### config.mk
export PLATFORM = sky130hd
export DESIGN_NAME = bank_sweep_mover
export DESIGN_NICKNAME = d
export VERILOG_FILES = /design/src/rtl/mover_pkg.sv /design/src/rtl/sweep_ctrl.sv /design/src/rtl/pair_pipe.sv /design/src/rtl/bank_sweep_mover.sv
export SDC_FILE = /design/constraint.sdc
export NUM_CORES = 1
export LEC_CHECK = 0
export BUFFER_PORTS_ARGS = -buffer_cell sky130_fd_sc_hd__buf_2
export CAP_MARGIN = 40
export CORE_UTILIZATION = 45
export CTS_CLUSTER_SIZE = 16
export DETAILED_ROUTE_END_ITERATION = 12
export GPL_ROUTABILITY_DRIVEN = 0
export PLACE_DENSITY = 0.76
export SLEW_MARGIN = 5
export SYNTH_ARGS = -nofsm -noshare
export SYNTH_HDL_FRONTEND = slang
export SYNTH_SLANG_ARGS = --single-unit
### constraint.sdc
create_clock -name clk -period 2.5 [get_ports clk]
set_input_delay 0.25 -clock clk [delete_from_list [all_inputs] [get_ports clk]]
set_output_delay 0.25 -clock clk [all_outputs]
set_load 0.01 [all_outputs]
### src/rtl/mover_pkg.sv
// Shared types for the bank sweep mover.
// Assumes: two-bit opcode field; value 3 is reserved and rejected.
package mover_pkg;
    typedef enum logic [1:0] {
        OP_COPY_XY = 2'd0,
        OP_COPY_X  = 2'd1,
        OP_COPY_Y  = 2'd2,
        OP_RSVD    = 2'd3
    } mv_op_e;

    typedef enum logic [1:0] {
        ST_IDLE     = 2'd0,
        ST_SRC_SLOT = 2'd1,
        ST_DST_SLOT = 2'd2
    } mv_state_e;
endpackage

### src/rtl/sweep_ctrl.sv
// Sweep controller: accepts a start, then alternates a source-read slot and
// a destination slot for each word index, driving the shared read port.
// Assumes: pipe_busy is high while earlier words are still being written.
module sweep_ctrl
    import mover_pkg::*;
#(
    parameter int IDX_W  = 4,
    parameter int BANK_W = 2,
    localparam int CNT_W  = IDX_W + 1,
    localparam int ADDR_W = BANK_W + IDX_W
) (
    input  logic              clk,
    input  logic              rst_n,
    input  logic              start,
    input  logic [1:0]        op_in,
    input  logic [BANK_W-1:0] src_in,
    input  logic [BANK_W-1:0] dst_in,
    input  logic [CNT_W-1:0]  cnt_in,
    input  logic              pipe_busy,
    output mv_state_e         state,
    output logic [IDX_W-1:0]  idx,
    output logic              last_word,
    output mv_op_e            op_q,
    output logic [BANK_W-1:0] dst_q,
    output logic [ADDR_W-1:0] rd_addr,
    output logic              rd_en
);
    localparam logic [CNT_W-1:0] DEPTH = CNT_W'(1 << IDX_W);

    logic [BANK_W-1:0] src_q;
    logic [CNT_W-1:0]  cnt_q;
    logic              accept;

    // Qualify a start: idle, pipeline drained, legal opcode and count.
    always_comb begin
        accept = start && (state == ST_IDLE) && !pipe_busy &&
                 (cnt_in != '0) && (cnt_in <= DEPTH) &&
                 (mv_op_e'(op_in) != OP_RSVD);
    end

    // Final index of the sweep reached.
    always_comb begin
        last_word = ((CNT_W'(idx) + CNT_W'(1)) == cnt_q);
    end

    // State, index and latched command fields.
    always_ff @(posedge clk) begin
        if (!rst_n) begin
            state <= ST_IDLE;
            idx   <= '0;
            op_q  <= OP_COPY_XY;
            src_q <= '0;
            dst_q <= '0;
            cnt_q <= '0;
        end else begin
            case (state)
                ST_IDLE: begin
                    if (accept) begin
                        state <= ST_SRC_SLOT;
                        idx   <= '0;
                        op_q  <= mv_op_e'(op_in);
                        src_q <= src_in;
                        dst_q <= dst_in;
                        cnt_q <= cnt_in;
                    end
                end
                ST_SRC_SLOT: state <= ST_DST_SLOT;
                ST_DST_SLOT: begin
                    if (last_word) begin
                        state <= ST_IDLE;
                    end else begin
                        state <= ST_SRC_SLOT;
                        idx   <= idx + IDX_W'(1);
                    end
                end
                default: state <= ST_IDLE;
            endcase
        end
    end

    // Read port: source word in its slot, destination word only if kept.
    always_comb begin
        rd_en   = 1'b0;
        rd_addr = {src_q, idx};
        if (state == ST_SRC_SLOT) begin
            rd_en = 1'b1;
        end else if (state == ST_DST_SLOT) begin
            rd_addr = {dst_q, idx};
            rd_en   = (op_q != OP_COPY_XY);
        end
    end
endmodule

### src/rtl/pair_pipe.sv
// Write pipeline: holds the source word, pairs it with the destination word
// per lane (X, Y), and issues one joint write plus the done pulse.
// Assumes: read data arrives one cycle after the read enable; op and dst
// stay stable until the pipeline has drained.
module pair_pipe
    import mover_pkg::*;
#(
    parameter int WORD_W = 16,
    parameter int IDX_W  = 4,
    parameter int BANK_W = 2,
    localparam int ADDR_W = BANK_W + IDX_W,
    localparam int LANES  = 2
) (
    input  logic              clk,
    input  logic              rst_n,
    input  logic              dst_slot,
    input  logic [IDX_W-1:0]  idx,
    input  logic              last_word,
    input  mv_op_e            op_q,
    input  logic [BANK_W-1:0] dst_q,
    input  logic [WORD_W-1:0] rd_x,
    input  logic [WORD_W-1:0] rd_y,
    output logic [ADDR_W-1:0] wr_addr,
    output logic [WORD_W-1:0] wr_x,
    output logic [WORD_W-1:0] wr_y,
    output logic              wr_en,
    output logic              done,
    output logic              active
);
    logic [WORD_W-1:0] rd_lane [LANES];
    logic [WORD_W-1:0] wr_lane [LANES];
    logic              pair_v;
    logic              pair_last;
    logic [IDX_W-1:0]  pair_idx;
    logic              wr_last;

    assign rd_lane[0] = rd_x;
    assign rd_lane[1] = rd_y;
    assign wr_x       = wr_lane[0];
    assign wr_y       = wr_lane[1];
    assign active     = pair_v | wr_en;

    // Per-word control: capture timing, write strobe, done pulse.
    always_ff @(posedge clk) begin
        if (!rst_n) begin
            pair_v    <= 1'b0;
            pair_last <= 1'b0;
            pair_idx  <= '0;
            wr_en     <= 1'b0;
            wr_last   <= 1'b0;
            wr_addr   <= '0;
            done      <= 1'b0;
        end else begin
            pair_v <= dst_slot;
            if (dst_slot) begin
                pair_idx  <= idx;
                pair_last <= last_word;
            end
            wr_en <= pair_v;
            if (pair_v) begin
                wr_addr <= {dst_q, pair_idx};
                wr_last <= pair_last;
            end
            done <= wr_en && wr_last;
        end
    end

    // One lane per sub-bank: keep the old word when this lane is not replaced.
    for (genvar ln = 0; ln < LANES; ln++) begin : g_lane
        logic [WORD_W-1:0] hold;
        logic              keep_old;

        // Lane 0 (X) is kept by the Y-only opcode, lane 1 (Y) by X-only.
        always_comb begin
            keep_old = (ln == 0) ? (op_q == OP_COPY_Y) : (op_q == OP_COPY_X);
        end

        // Register source word, then form the outgoing lane word.
        always_ff @(posedge clk) begin
            if (!rst_n) begin
                hold        <= '0;
                wr_lane[ln] <= '0;
            end else begin
                if (dst_slot) hold <= rd_lane[ln];
                if (pair_v)   wr_lane[ln] <= keep_old ? rd_lane[ln] : hold;
            end
        end
    end
endmodule

### src/rtl/bank_sweep_mover.sv
// Top of the bank sweep mover: controller plus write pipeline.
// Assumes: single shared read port with one-cycle latency; X and Y of a
// bank are written only together through one enable.
module bank_sweep_mover
    import mover_pkg::*;
#(
    parameter int WORD_W = 16,
    parameter int IDX_W  = 4,
    parameter int BANK_W = 2,
    localparam int CNT_W  = IDX_W + 1,
    localparam int ADDR_W = BANK_W + IDX_W
) (
    input  logic              clk,
    input  logic              rst_n,
    input  logic              start,
    input  logic [1:0]        opcode,
    input  logic [BANK_W-1:0] src_bank,
    input  logic [BANK_W-1:0] dst_bank,
    input  logic [CNT_W-1:0]  word_cnt,
    output logic [ADDR_W-1:0] rd_addr,
    output logic              rd_en,
    input  logic [WORD_W-1:0] rd_x,
    input  logic [WORD_W-1:0] rd_y,
    output logic [ADDR_W-1:0] wr_addr,
    output logic [WORD_W-1:0] wr_x,
    output logic [WORD_W-1:0] wr_y,
    output logic              wr_en,
    output logic              busy,
    output logic              done
);
    mv_state_e         state;
    logic [IDX_W-1:0]  idx;
    logic              last_word;
    mv_op_e            op_q;
    logic [BANK_W-1:0] dst_q;
    logic              pipe_active;

    sweep_ctrl #(.IDX_W(IDX_W), .BANK_W(BANK_W)) u_ctrl (
        .clk       (clk),
        .rst_n     (rst_n),
        .start     (start),
        .op_in     (opcode),
        .src_in    (src_bank),
        .dst_in    (dst_bank),
        .cnt_in    (word_cnt),
        .pipe_busy (pipe_active),
        .state     (state),
        .idx       (idx),
        .last_word (last_word),
        .op_q      (op_q),
        .dst_q     (dst_q),
        .rd_addr   (rd_addr),
        .rd_en     (rd_en)
    );

    pair_pipe #(.WORD_W(WORD_W), .IDX_W(IDX_W), .BANK_W(BANK_W)) u_pipe (
        .clk       (clk),
        .rst_n     (rst_n),
        .dst_slot  (state == ST_DST_SLOT),
        .idx       (idx),
        .last_word (last_word),
        .op_q      (op_q),
        .dst_q     (dst_q),
        .rd_x      (rd_x),
        .rd_y      (rd_y),
        .wr_addr   (wr_addr),
        .wr_x      (wr_x),
        .wr_y      (wr_y),
        .wr_en     (wr_en),
        .done      (done),
        .active    (pipe_active)
    );

    // Busy covers the sweep and the writes still in flight.
    always_comb begin
        busy = (state != ST_IDLE) || pipe_active;
    end
endmodule

; ---- After elaboration in Yosys (flattened, before gate mapping)
; Memories as Yosys holds them, arrays and structs flattened.
; Index checks and enable logic that the tools add are counted.
[classes]
n_addsub = 2
reduce_logical = 15
n_bitwise = 3
muxes = 18
n_lt_le_gt_ge = 1
n_mul = 0
n_shift = 0
n_div = 0
eq_ne = 8
[ops]
columns = cell, n
row1 = $mux 16, 4
row2 = $mux 6, 2
row3 = $mux 4, 2
row4 = $pmux 4 s2, 1
row5 = $mux 1, 7
row6 = $logic_and 1x1->1, 6
row7 = $pmux 2 s3, 1
row8 = $reduce_bool 2->1, 3
row9 = $add 4x1->5 const B, 1
row10 = $eq 5x5->1, 1
row11 = $le 5x5->1 const B, 1
row12 = $reduce_bool 5->1, 1
row13 = $add 4x1->4 const B, 1
row14 = $eq 2x1->1 const B, 2
row15 = $eq 2x2->1 const B, 2
row16 = $ne 2x2->1 const B, 2
row17 = $or 1x1->1, 3
row18 = $reduce_and 3->1, 1
row19 = $logic_not 2->1, 1
row20 = $mux 2, 1
row21 = $ne 2x1->1 const B, 1
row22 = $reduce_and 2->1, 1
row23 = $logic_not 1->1, 1
row24 = $logic_or 1x1->1, 1
[totals]
word_cells = 63
ff_bits = 64
input_bits = 46
mem_count = 1
ramBits = 32
latch_bits = 0
romBits = 0
[mem_list]
columns = name, depth, width, rd, rd_ports_with_merged_regs, write_ports, line
row1 = u_pipe.wr_lane, 2, 16, 2, 0, 2, pair_pipe.sv:31  ; logic [WORD_W-1:0] wr_lane [LANES];

; ---- Depth between registers and ports, before layout
[logic_depth]
ltp_word = 8
ltp_mapped = 8
mapped_depth_nobuf = 6

; ---- Cells and area by module
; A second synthesis with hierarchy kept.
[hier_totals]
hier_cells = 401
area_unflattened_um2 = 4279.1
[by_module_without_submodules]
columns = module, instances, seq_area_each_um2, area_each_um2, cells_per_inst
row1 = pair_pipe, 1, 1901.8, 3313.2, 294
row2 = sweep_ctrl, 1, 340.3, 953.4, 105
row3 = bank_sweep_mover, 1, 0.0, 12.5, 2

; ---- Worst setup path before layout
; No wires, ideal clock.
[synth_timing]
path_kind = register to register
from = register u_pipe.pair_v
to = register u_ctrl.idx[2]
setup_slack_ps = 533
t_required_ps = 2361
arrival_ps = 1828
synth_period_minus_slack_ps = 1967
path_stages_with_launch = 9
path_buffers = 3
path_cell_list = dfxtp_1 > buf_6 > or4_4 > a211o_1 > nand2b_1 > buf_6 > buf_12 > o2111ai_1 > o211ai_1
[synth_between]
elab_chain_cells = 8
[synth_lines]
columns = element, line
row1 = start: declaration, pair_pipe.sv:32  ; logic pair_v;
row2 = start signal: assignment, pair_pipe.sv:54  ; pair_v <= dst_slot;
row3 = $or 1x1->1, pair_pipe.sv:41  ; assign active = pair_v | wr_en;
row4 = $logic_not 1->1, sweep_ctrl.sv:36  ; accept = start && (state == ST_IDLE) && !pipe_busy &&
row5 = $logic_and 1x1->1 (2 in series), sweep_ctrl.sv:36
row6 = $logic_and 1x1->1 (2 in series), sweep_ctrl.sv:37  ; (cnt_in != '0) && (cnt_in <= DEPTH) &&
row7 = $ne 2x1->1 (no line), n/a
row8 = $reduce_and 3->1 (no line), n/a
row9 = end signal: assignment, sweep_ctrl.sv:73  ; idx <= idx + IDX_W'(1);
row10 = end: declaration, sweep_ctrl.sv:21  ; output logic [IDX_W-1:0] idx,
; Every way passes these cells.
; A chain may end at the register's enable or synchronous reset.

; ---- Worst setup path after layout
[layout_timing]
from = register u_ctrl.state[0]
to = register u_ctrl.cnt_q[0]
[layout_between]
elab_chain_cells = 7
[layout_lines]
columns = element, line
row1 = start: declaration, sweep_ctrl.sv:20  ; output mv_state_e state,
row2 = start signal: assignment, sweep_ctrl.sv:49  ; state <= ST_IDLE;
row3 = start signal: assignment, sweep_ctrl.sv:59  ; state <= ST_SRC_SLOT;
row4 = start signal: assignment, sweep_ctrl.sv:67  ; ST_SRC_SLOT: state <= ST_DST_SLOT;
row5 = $logic_not 2->1 (*), "sweep_ctrl.sv:36, sweep_ctrl.sv:56"
row6 = $logic_and 1x1->1 (3 in series), sweep_ctrl.sv:36
row7 = $logic_and 1x1->1 (2 in series), sweep_ctrl.sv:37
row8 = $reduce_and 2->1 (no line) (*), n/a
row9 = end signal: assignment, sweep_ctrl.sv:64  ; cnt_q <= cnt_in;
row10 = end: declaration, sweep_ctrl.sv:31  ; logic [CNT_W-1:0] cnt_q;
; Every way passes the cells marked *; elsewhere a longest branch is shown, timed or not.

==> results_dict.tcl <==
set metrics [dict create \
    outcome "completed" \
    critPathMaxFanout 14 \
    utilization_pct 54.6 \
    p_int_mw 2.17 \
    min_period_over_period_pct 88.3 \
    numCtsBuffers 9 \
    ctsHoldBuffers 0 \
    criticalPathCategory "flip-flop to flip-flop" \
    fmaxAchievable_ghz 0.453 \
    cts_setup_buffers 0 \
    r2r_start "u_ctrl.state[0]" \
    fp.dieH_um 97.0 \
    cts_root_buffer "clkbuf_8" \
    initial_core_util_pct 46.6 \
    portBuffers 93 \
    r2r_cells 5 \
    yosys_warnings 0 \
    drv_slew 0 \
    syn-instance-count 434 \
    crit_chain "or4_4 > a211o_1 > nand2b_1 > mux2i_1 > nor2b_1" \
    total_leakage_power_nw 1.82 \
    start_kind "flip-flop" \
    fin_crit_ns 2.21 \
    nNetsFinal 561 \
    insertion_delay_ns 0.36 \
    critPathArrivalTime_ns 2.45 \
    pwr-share-clk_pct 32.9 \
    worst_ep_required_time_ns 2.74 \
    num_rows 34 \
    crit_buf_inv 0 \
    dp_hpwl_um 5800 \
    setup_violations 0 \
    worst_path_largest_cell_delay_ns 0.54 \
    syn_to_final_growth_pct 17.2 \
    cap_violations 0 \
    ir_worst_vdd_mv 0.359 \
    crit_family "simple AND/OR/NAND/NOR gates" \
    ff2ff_setup_slack_ns 0.29 \
    worstSetupEndpointType "flip-flop" \
    htreeDepth 3 \
    dieArea_sq_um 9410 \
    drt-initial-drc-count 163 \
    path_depth 5 \
    post_drt_via_cell_ratio 5.07 \
    syn_avg_cell_area_sq_um 9.36 \
    power_switching_mw 0.693 \
    antenna_found_initial 0 \
    hold_class "input pin to flip-flop" \
    p_total_mw 2.87 \
    vias 3180 \
    ios 94 \
    cts.clk_slew.worst_paths_ns 0.09 \
    drc 0 \
    drtAntennaViolNets 0 \
    fin_skew_ns 0.00931 \
    grt_pass1_vias 2954 \
    rsz0062_at_grt "no" \
    rr_endpoint "u_ctrl.cnt_q[0]" \
    cts_resized 0 \
    grt_first_pass_wirelength_um 14500 \
    tns_ns 0 \
    clockBufferDepth 2 \
    ys_seq_elements 96 \
    cts.sinks 96 \
    swShare_pct 24.2 \
    relSlewSlack_pct 43.9 \
    core-area_sq_um 8720 \
    placed_area_sq_um 4580 \
    final_common_cell "nand2_1" \
    final_cell_area_sq_um 4760 \
    pwr-share-seq_pct 58.3 \
    grt_max_degree 42 \
    finalHoldViolCount 0 \
    grtUsageTotal_pct 19.3 \
    combPwrFrac_pct 8.7 \
    syn_area_sq_um 4060 \
    power.density_nw_per_um2 602 \
    routedWlPerCell_um 13.8 \
    die_width_um 97.0 \
    diodes 0 \
    dr.pass1.iters 4 \
    cp_slowest_cell "or4_4" \
    final_cell_mix "149 x nand2_1, 93 x buf_2, 64 x dfxtp_1" \
    layout-drive-gt1-share_pct 23.9 \
    syn-num-nets 481 \
    critPathLaunch "u_ctrl.state[0]" \
    cts_tree "done" \
    endpoint "u_ctrl.cnt_q[0]" \
    grt_overflow 0 \
    wl_um 8660 \
    ys_types 37 \
    yosysSeqAreaShare_pct 55.2 \
    tightest_slew_ns 0.842 \
]
[cell families after synthesis]
kind of cell / synth area share (%)
buffers and inverters: 4.16
flip-flops: 55.2
XOR/XNOR: 1.51
adder cells (fa/ha/maj): 0.308
AO/OA/AOI/OAI: 14.0
multiplexers: 4.19
AND/OR/NAND/NOR: 20.7
[metal layers]
layer | GRT usage [%] | wire length (um) | vias to the layer above
li1 | - | - | 1603
met5 | 0 | 0 | -
met3 | 3.40 | 474 | 11
met2 | 31.4 | 4120 | 94
met4 | 6.89 | 130 | 0
met1 | 25.9 | 3930 | 1472
[area by class of cell]
class                           instances  area (sq um)
Clock buffer                           12           155
Inverter                                4          15.0
Sequential cell                        96          2240
Multi-Input combinational cell        302          1660
Tap cell                              108           135
Timing Repair Buffer                  101           526
Clock inverter                          4          28.8
Fill cell                             769          3960
[worst register-to-register path: stages, from the launching register on]
cell      delay [ns]
dfxtp_1         0.36
or4_4           0.54
a211o_1         0.27
nand2b_1        0.52
mux2i_1         0.35
nor2b_1         0.08
[stage by stage]
stage               hold WS (ns)  setup WS (ns)  cells
global placement           0.440          0.389    611
CTS                        0.125          0.264    627
global route               0.129          0.202    627
finish                     0.138          0.293    627
floorplan                  0.385          0.533    434
detailed placement         0.445          0.273    611
[flip-flops by register name, summed over array words and instances, names as in the netlist]
| name | cells |
|---|---|
| u_pipe.g_lane.hold | 32 |
| u_pipe.wr_lane | 32 |
| u_pipe.wr_addr | 6 |
| u_ctrl.cnt_q | 5 |
| u_ctrl.idx | 4 |
| u_pipe.pair_idx | 4 |
| u_ctrl.dst_q | 2 |
| u_ctrl.op_q | 2 |
| u_ctrl.src_q | 2 |
| u_ctrl.state | 2 |
| u_pipe.done | 1 |
| u_pipe.pair_last | 1 |
| u_pipe.pair_v | 1 |
| u_pipe.wr_en | 1 |
| u_pipe.wr_last | 1 |
[power by group through the flow]
stage / registers (mW) / logic, mW / clock network [mW]
3_3_place_gp: 1.71 / 0.245 / 0
5_1_grt: 1.68 / 0.277 / 1.02
4_1_cts: 1.67 / 0.253 / 0.964
3_5_place_dp: 1.71 / 0.252 / 0
2_1_floorplan: 1.72 / 0.143 / 0
6_report: 1.67 / 0.251 / 0.943
[worst min path at each step]
stage                                         start                         to  slack, ns  cells past startpoint
after floorplan                            rd_x[10]  u_pipe.g_lane[0].hold[10]       0.38                      2
after global placement    u_pipe.g_lane[1].hold[15]  u_pipe.g_lane[1].hold[15]       0.44                      2
after detailed placement  u_pipe.g_lane[0].hold[10]  u_pipe.g_lane[0].hold[10]       0.45                      2
after CTS                                   rd_y[3]   u_pipe.g_lane[1].hold[3]       0.12                      3
after global routing                       rd_x[10]  u_pipe.g_lane[0].hold[10]       0.13                      3
final                                      rd_x[10]  u_pipe.g_lane[0].hold[10]       0.14                      3
[synthesized netlist by cell type]
cell	instances	share of area, %
buf_1	1	0.092
o22ai_2	2	0.62
and2_1	2	0.31
buf_2	2	0.25
a211oi_2	1	0.31
nor4_1	1	0.15
dfxtp_1	64	32
nor2_1	2	0.18
o211ai_1	1	0.18
nor2b_1	20	3.1
nand3_1	3	0.37
or4_4	1	0.28
xnor2_1	6	1.3
and3_1	2	0.31
o22a_1	1	0.22
and2_4	1	0.22
buf_6	2	0.55
nand2b_1	4	0.62
ha_1	1	0.31
o2111ai_1	2	0.43
nand4b_1	3	0.65
nand2_1	149	14
nor3b_1	2	0.37
clkbuf_1	26	2.4
a21boi_1	24	4.4
a211o_1	2	0.43
inv_1	4	0.37
a21oi_1	33	4.1
nand2b_2	1	0.22
edfxtp_1	32	24
nand3b_1	1	0.18
o21ai_0	4	0.49
a21boi_0	14	2.6
o21ai_2	1	0.22
mux2i_1	17	4.2
xor2_1	1	0.22
buf_12	1	0.49
Note: power is estimated with default switching activity, not from simulation.
